$ cat src/rtl/simt_pkg.sv
package simt_pkg;
   typedef enum logic [3:0] {
      OP_NOP  = 4'd0,
      OP_MOVI = 4'd1,
      OP_LANE = 4'd2,
      OP_ADD  = 4'd3,
      OP_ADDI = 4'd4,
      OP_CMP  = 4'd5,
      OP_LD   = 4'd6,
      OP_ST   = 4'd7,
      OP_PUSH = 4'd8,
      OP_ELSE = 4'd9,
      OP_POP  = 4'd10,
      OP_VOTE = 4'd11,
      OP_READ = 4'd12
   } op_e;

   // predicate selector on condition code {eq, lt}
   function automatic logic pred_eval(input logic [2:0] sel, input logic eq, input logic lt);
      logic r;
      case (sel)
         3'd0:    r = 1'b1;
         3'd1:    r = eq;
         3'd2:    r = ~eq;
         3'd3:    r = lt;
         3'd4:    r = ~lt;
         3'd5:    r = ~lt & ~eq;
         3'd6:    r = lt | eq;
         default: r = 1'b0;
      endcase
      return r;
   endfunction

   function automatic logic op_writes(input op_e op);
      return (op == OP_MOVI) || (op == OP_LANE) || (op == OP_ADD) || (op == OP_ADDI);
   endfunction
endpackage

$ cat src/rtl/simt_lane.sv
module simt_lane
   import simt_pkg::*;
#(
   parameter int DW        = 16,
   parameter int NREGS     = 4,
   parameter int MEM_WORDS = 8,
   parameter int LANE_ID   = 0,
   localparam int RAW = $clog2(NREGS),
   localparam int MAW = $clog2(MEM_WORDS)
)(
   input  logic           clk,
   input  logic           rst_n,
   input  logic           issue,
   input  op_e            op,
   input  logic [2:0]     sel,
   input  logic [RAW-1:0] rd,
   input  logic [RAW-1:0] rs1,
   input  logic [RAW-1:0] rs2,
   input  logic [DW-1:0]  imm,
   input  logic           active,
   input  logic           ld_wb,
   output logic           pred,
   output logic [DW-1:0]  res,
   output logic           commit
);
   localparam logic [DW-1:0] ID_VAL = DW'(LANE_ID);

   logic [DW-1:0]  rf  [NREGS];
   logic [DW-1:0]  mem [MEM_WORDS];
   logic           cc_eq, cc_lt;
   logic [DW-1:0]  ld_q;
   logic [RAW-1:0] ld_rd;
   logic           ld_en;
   logic [DW-1:0]  a, b, alu;
   logic           en, shows;

   assign pred  = pred_eval(sel, cc_eq, cc_lt);
   assign en    = issue & active & pred;
   assign a     = rf[rs1];
   assign b     = rf[rs2];
   assign shows = op_writes(op) || (op == OP_READ);

   always_comb begin
      case (op)
         OP_MOVI: alu = imm;
         OP_LANE: alu = ID_VAL;
         OP_ADD:  alu = a + b;
         OP_ADDI: alu = a + imm;
         default: alu = a;
      endcase
   end

   always_ff @(posedge clk) begin
      if (!rst_n) begin
         for (int i = 0; i < NREGS; i++) rf[i] <= '0;
         for (int i = 0; i < MEM_WORDS; i++) mem[i] <= '0;
         cc_eq  <= 1'b0;
         cc_lt  <= 1'b0;
         ld_q   <= '0;
         ld_rd  <= '0;
         ld_en  <= 1'b0;
         res    <= '0;
         commit <= 1'b0;
      end else if (ld_wb) begin
         if (ld_en) begin
            rf[ld_rd] <= ld_q;
            res       <= ld_q;
         end
         commit <= ld_en;
         ld_en  <= 1'b0;
      end else begin
         commit <= en & shows;
         if (en & shows) res <= alu;
         if (en & op_writes(op)) rf[rd] <= alu;
         if (en && op == OP_CMP) begin
            cc_eq <= (a == imm);
            cc_lt <= ($signed(a) < $signed(imm));
         end
         if (en && op == OP_ST) mem[a[MAW-1:0]] <= b;
         if (issue && op == OP_LD) begin
            ld_en <= en;
            ld_q  <= mem[a[MAW-1:0]];
            ld_rd <= rd;
         end
      end
   end
endmodule

$ cat src/rtl/simt_mask_stack.sv
module simt_mask_stack #(
   parameter int LANES = 8,
   parameter int DEPTH = 4,
   localparam int SPW = $clog2(DEPTH + 1),
   localparam int IW  = $clog2(DEPTH)
)(
   input  logic             clk,
   input  logic             rst_n,
   input  logic             push,
   input  logic             flip,
   input  logic             pop,
   input  logic [LANES-1:0] cond,
   output logic [LANES-1:0] mask,
   output logic             err
);
   logic [LANES-1:0] stk [DEPTH];
   logic [SPW-1:0]   sp;
   logic [IW-1:0]    top_idx, put_idx;
   logic             full, empty;

   assign full    = (sp == SPW'(DEPTH));
   assign empty   = (sp == '0);
   assign top_idx = IW'(sp - 1'b1);
   assign put_idx = IW'(sp);

   always_ff @(posedge clk) begin
      if (!rst_n) begin
         for (int i = 0; i < DEPTH; i++) stk[i] <= '0;
         sp   <= '0;
         mask <= '1;
         err  <= 1'b0;
      end else if (push) begin
         if (full) err <= 1'b1;
         else begin
            stk[put_idx] <= mask;
            mask         <= mask & cond;
            sp           <= sp + 1'b1;
         end
      end else if (flip) begin
         if (empty) err <= 1'b1;
         else mask <= stk[top_idx] & ~mask;
      end else if (pop) begin
         if (empty) err <= 1'b1;
         else begin
            mask <= stk[top_idx];
            sp   <= sp - 1'b1;
         end
      end
   end


   err_sticky_chk: assert property (@(posedge clk) disable iff (!rst_n)
      $past(err) |-> err);


   push_narrows_chk: assert property (@(posedge clk) disable iff (!rst_n)
      push |=> ((mask & ~$past(mask)) == '0));
endmodule

$ cat src/rtl/simt_vote.sv
module simt_vote #(
   parameter int LANES = 8
)(
   input  logic             clk,
   input  logic             rst_n,
   input  logic             sample,
   input  logic [LANES-1:0] active,
   input  logic [LANES-1:0] pred,
   output logic             any_q,
   output logic             all_q
);
   always_ff @(posedge clk) begin
      if (!rst_n) begin
         any_q <= 1'b0;
         all_q <= 1'b0;
      end else if (sample) begin
         any_q <= |(active & pred);
         all_q <= &(~active | pred);
      end
   end


   vote_hold_chk: assert property (@(posedge clk) disable iff (!rst_n)
      !sample |=> ($stable(any_q) && $stable(all_q)));
endmodule

$ cat src/rtl/simt_lane_unit.sv
module simt_lane_unit
   import simt_pkg::*;
#(
   parameter int LANES     = 8,
   parameter int DW        = 16,
   parameter int NREGS     = 4,
   parameter int MEM_WORDS = 8,
   parameter int DEPTH     = 4,
   localparam int RAW = $clog2(NREGS)
)(
   input  logic                clk,
   input  logic                rst_n,
   input  logic                issue_valid,
   input  logic [3:0]          issue_op,
   input  logic [2:0]          issue_pred,
   input  logic [RAW-1:0]      issue_rd,
   input  logic [RAW-1:0]      issue_rs1,
   input  logic [RAW-1:0]      issue_rs2,
   input  logic [DW-1:0]       issue_imm,
   output logic                busy,
   output logic [LANES*DW-1:0] res_data,
   output logic [LANES-1:0]    res_commit,
   output logic [LANES-1:0]    act_mask,
   output logic                vote_any,
   output logic                vote_all,
   output logic                stack_err
);
   initial begin
      lanes_param_chk: assert (LANES >= 1) else $error("LANES must be at least 1");
      regs_param_chk:  assert (NREGS >= 2 && (NREGS & (NREGS - 1)) == 0)
         else $error("NREGS must be a power of two, at least 2");
      mem_param_chk:   assert (MEM_WORDS >= 2 && (MEM_WORDS & (MEM_WORDS - 1)) == 0)
         else $error("MEM_WORDS must be a power of two, at least 2");
      depth_param_chk: assert (DEPTH >= 2) else $error("DEPTH must be at least 2");
      width_param_chk: assert (DW >= $clog2(MEM_WORDS) && DW >= $clog2(LANES))
         else $error("DW too narrow for address or lane index");
   end

   op_e              op;
   logic             accepted;
   logic [LANES-1:0] pred_v;

   assign op       = op_e'(issue_op);
   assign accepted = issue_valid & ~busy;

   always_ff @(posedge clk) begin
      if (!rst_n) busy <= 1'b0;
      else        busy <= accepted && (op == OP_LD);
   end

   for (genvar l = 0; l < LANES; l++) begin : g_lane
      simt_lane #(
         .DW(DW), .NREGS(NREGS), .MEM_WORDS(MEM_WORDS), .LANE_ID(l)
      ) u_lane (
         .clk    (clk),
         .rst_n  (rst_n),
         .issue  (accepted),
         .op     (op),
         .sel    (issue_pred),
         .rd     (issue_rd),
         .rs1    (issue_rs1),
         .rs2    (issue_rs2),
         .imm    (issue_imm),
         .active (act_mask[l]),
         .ld_wb  (busy),
         .pred   (pred_v[l]),
         .res    (res_data[l*DW +: DW]),
         .commit (res_commit[l])
      );
   end

   simt_mask_stack #(.LANES(LANES), .DEPTH(DEPTH)) u_stack (
      .clk   (clk),
      .rst_n (rst_n),
      .push  (accepted && op == OP_PUSH),
      .flip  (accepted && op == OP_ELSE),
      .pop   (accepted && op == OP_POP),
      .cond  (pred_v),
      .mask  (act_mask),
      .err   (stack_err)
   );

   simt_vote #(.LANES(LANES)) u_vote (
      .clk    (clk),
      .rst_n  (rst_n),
      .sample (accepted && op == OP_VOTE),
      .active (act_mask),
      .pred   (pred_v),
      .any_q  (vote_any),
      .all_q  (vote_all)
   );


   masked_no_commit_chk: assert property (@(posedge clk) disable iff (!rst_n)
      ((res_commit & ~$past(act_mask)) == '0));


   busy_one_cycle_chk: assert property (@(posedge clk) disable iff (!rst_n)
      busy |=> !busy);


   busy_only_load_chk: assert property (@(posedge clk) disable iff (!rst_n)
      $rose(busy) |-> $past(accepted && op == OP_LD));
endmodule

$ cat config.mk
export PLATFORM = sky130hd
export DESIGN_NAME = simt_lane_unit
export DESIGN_NICKNAME = d
export VERILOG_FILES = /design/src/rtl/simt_pkg.sv /design/src/rtl/simt_lane.sv /design/src/rtl/simt_mask_stack.sv /design/src/rtl/simt_vote.sv /design/src/rtl/simt_lane_unit.sv
export SDC_FILE = /design/constraint.sdc
export NUM_CORES = 2
export LEC_CHECK = 0
export BUFFER_PORTS_ARGS = -buffer_cell sky130_fd_sc_hd__buf_2
export CORE_UTILIZATION = 35
export CTS_BUF_LIST = sky130_fd_sc_hd__clkbuf_16
export CTS_CLUSTER_DIAMETER = 60
export DETAILED_ROUTE_END_ITERATION = 6
export PLACE_DENSITY = 0.6
export SKIP_LAST_GASP = 1
export SLEW_MARGIN = 20
export SYNTH_ARGS = -nofsm -noshare
export SYNTH_HDL_FRONTEND = slang
export SYNTH_SLANG_ARGS = --single-unit
$ cat constraint.sdc
create_clock -name clk -period 8.52 [get_ports clk]
set_input_delay 1.278 -clock clk [delete_from_list [all_inputs] [get_ports clk]]
set_output_delay 1.278 -clock clk [all_outputs]
set_load 0.02 [all_outputs]
==> results.sh <==
export IMPL_routed_top_layer="met5"
export IMPL_grt_pass1_wl_mm=508
export IMPL_nets=8730
export IMPL_maxCapViolCount=0
export IMPL_die_w_um=526
export IMPL_final_cells=12200
export IMPL_cts_path_max_buffers=3
export IMPL_synth_edf_count=1568
export IMPL_worst_setup_path_start_kind="input pin"
export IMPL_p_sw_mw=6.24
export IMPL_cts_hold_buffers_added=0
export IMPL_hold_viol_final=0
export IMPL_ys_seq_area_frac=0.554
export IMPL_core_area_mm2=0.272
export IMPL_leakage_nw=40.4
export IMPL_clk_pin_slew_worst_paths_ps=60
export IMPL_tightest_slew_ps=1330
export IMPL_grt_overflow=0
export IMPL_dp_cells=11800
export IMPL_grt_usage=0.253
export IMPL_final_setup_viol_count=0
export IMPL_synth_warnings=0
export IMPL_syn_inst=8388
export IMPL_cts_root_buf="clkbuf_16"
export IMPL_num_vias=73500
export IMPL_design_area_mm2=0.108
export IMPL_p_int_mw=16.1
export IMPL_detail_route_antenna_nets=0
export IMPL_met3_length_mm=36.9
export IMPL_wirelength_mm=359
export IMPL_drive_above_1_share=0.155
export IMPL_ys_ff_latch=1873
export IMPL_syn_num_nets=8679
export IMPL_fin_setup_tns_ps=0
export IMPL_initial_utilization=0.353
export IMPL_hold_path_class="flop to flop"
export IMPL_hpwlAfterDp_mm=238
export IMPL_finalCritPeriodShare=0.685
export IMPL_post_synth_instance_area_mm2=0.0960
export IMPL_wl_met2_mm=160
export IMPL_cts_sinks=1873
export IMPL_antenna_found_initial=42
export IMPL_ios=180
export IMPL_row_count=191
export IMPL_cts_tree="yes"
export IMPL_required_ps=9220
export IMPL_fin_crit_ps=5840
export IMPL_end_kind="flop"
export IMPL_status="finished with violations"
export IMPL_async_reset_ff_frac=0
export IMPL_cts_buffers=210
export IMPL_drc_errors=6
export IMPL_wl_met1_mm=139
export IMPL_fmax_mhz=171
export IMPL_h_tree_depth=4
export IMPL_ys_types=114
export IMPL_p_seq_frac=0.465
export IMPL_placed_area_mm2=0.101
export IMPL_grt_max_degree=167
export IMPL_firstDrtPassIters=7
export IMPL_grt_pass1_vias=70700
export IMPL_clock_skew_ps=64.1
export IMPL_arrival_ps=6530
export IMPL_mostFrequentLayoutCells="nor2_1, edfxtp_1, nand2_1"
export IMPL_die_h_um=526
export IMPL_irDropWorstVdd_mv=0.219
export IMPL_areaGrowthSynthToFinish_pct=12.0
export IMPL_port_buffers=179
export IMPL_first_iter_violations=9113
export IMPL_pre_cts_slack_ps=1950
export IMPL_slew_viol_final=0
export IMPL_rsz0062_at_grt="false"
export IMPL_slew_headroom=0.112
export IMPL_pwr_share_clk=0.394
export IMPL_setup_slack_ps=2680
export IMPL_clk_latency_ps=910
export IMPL_combPwrFrac=0.141
export IMPL_cts_resized=0
export IMPL_avgViaCountPerCell=6.01
export IMPL_violations="design-rule violations"
export IMPL_p_sw_frac=0.279
export IMPL_place_congestion=0.979
export IMPL_wl_per_cell_um=29.4
export IMPL_mostFrequentLayoutCell="nor2_1"
export IMPL_crit_type="input pin to flop"
export IMPL_p_per_area_mw_per_mm2=208
export IMPL_cts_setup_buffers=0
export IMPL_syn_area_per_cell_um2=11.4
export IMPL_synthFlopType="edfxtp_1"
export IMPL_fp_dieArea_mm2=0.276
export IMPL_cp_max_fo=67
==> routing by layer <==
metal,vias up,track usage
li1,31400,-
met1,36900,0.330
met2,4356,0.386
met3,865,0.0527
met4,10,0.153
met5,-,0
==> synthesized netlist by cell type (58+ instances only) <==
master / number / area (um2)
buf_2: 167 / 836
mux4_2: 392 / 8830
ha_1: 251 / 3140
mux2_2: 141 / 1590
nand3_1: 104 / 521
edfxtp_1: 1568 / 47100
a31oi_1: 173 / 1080
nor3_1: 61 / 305
a211oi_1: 58 / 435
a21oi_1: 326 / 1630
clkbuf_1: 288 / 1080
a21o_1: 88 / 661
o21ai_1: 130 / 651
mux2i_1: 178 / 1780
a22oi_1: 79 / 593
nor2_1: 1685 / 6320
inv_1: 202 / 758
nand2_1: 725 / 2720
o21ai_0: 531 / 2660
o21a_1: 64 / 480
dfxtp_1: 305 / 6110
==> state kept, by name (all words and copies together), names as in the netlist <==
register,count
g_lane.u_lane.res,128
u_vote.any_q,1
u_stack.err,1
g_lane.u_lane.mem,1024
g_lane.u_lane.ld_q,128
u_stack.stk,32
g_lane.u_lane.ld_rd,2
g_lane.u_lane.cc_eq,8
u_vote.all_q,1
g_lane.u_lane.rf,512
u_stack.sp,3
g_lane.u_lane.cc_lt,8
busy,1
u_stack.mask,8
g_lane.u_lane.commit,8
g_lane.u_lane.ld_en,8
==> cells by family after synthesis <==
kind of cell,share of synthesized area
multiplexers,0.127
AND/OR/NAND/NOR,0.130
XOR/XNOR,0.00502
buffers and inverters,0.0331
AO/OA/AOI/OAI,0.116
flip-flops,0.554
adder cells (fa/ha/maj),0.0344
==> through the flow <==
| stage | util | power (mW) | hold WS (ps) |
|---|---|---|---|
| after detailed placement | 0.371 | 13.6 | 446 |
| after global placement | 0.371 | 13.6 | 447 |
| after floorplan | - | 12.5 | 452 |
| after CTS | 0.395 | 22.3 | 455 |
| final | 0.396 | 22.3 | 454 |
| after global routing | 0.396 | 23.0 | 483 |
==> critical path, stage by stage <==
cell      delay [ps]
buf_8            520
buf_12           480
mux2_2           390
o21ai_1          810
o21ai_0          370
ha_1             440
a2111o_1         450
o21ai_0          510
a21oi_1          130
o31ai_1          590
a22oi_1          250
nor2_1           160
==> cell type report <==
cell class                      instances  area (um2)
Sequential cell                      1873       53200
Clock buffer                          214        5360
Tap cell                             3570        4470
Fill cell                           25800      164000
Multi-Input combinational cell       5766       39700
Clock inverter                        186        1350
Timing Repair Buffer                  374        2510
Inverter                              214         808
Antenna cell                           29        72.6
==> final timing paths <==
path / cells after the start / slack (ps) / from / to
setup / recovery: 12 / 2680 / issue_rs2[1] / g_lane[3].u_lane.rf[1][11]$_SDFFCE_PN0P_
hold / removal: 2 / 450 / g_lane[6].u_lane.res[0]$_SDFFE_PN0P_ / g_lane[6].u_lane.res[0]$_SDFFE_PN0P_
setup reg to reg: 8 / 3430 / busy$_SDFF_PN0_ / g_lane[4].u_lane.rf[0][14]$_SDFFCE_PN0P_
hold reg to reg: 2 / 450 / g_lane[6].u_lane.res[0]$_SDFFE_PN0P_ / g_lane[6].u_lane.res[0]$_SDFFE_PN0P_
==> power groups by stage <==
stage | Combinational, mW | Sequential (mW) | Clock [mW]
4_1_cts | 3.08 | 10.4 | 8.88
5_1_grt | 3.33 | 10.4 | 9.22
2_1_floorplan | 2.01 | 10.5 | 0
6_report | 3.14 | 10.4 | 8.80
3_3_place_gp | 3.04 | 10.5 | 0
3_5_place_dp | 3.06 | 10.6 | 0
Note: power is estimated with default switching activity, not from simulation.
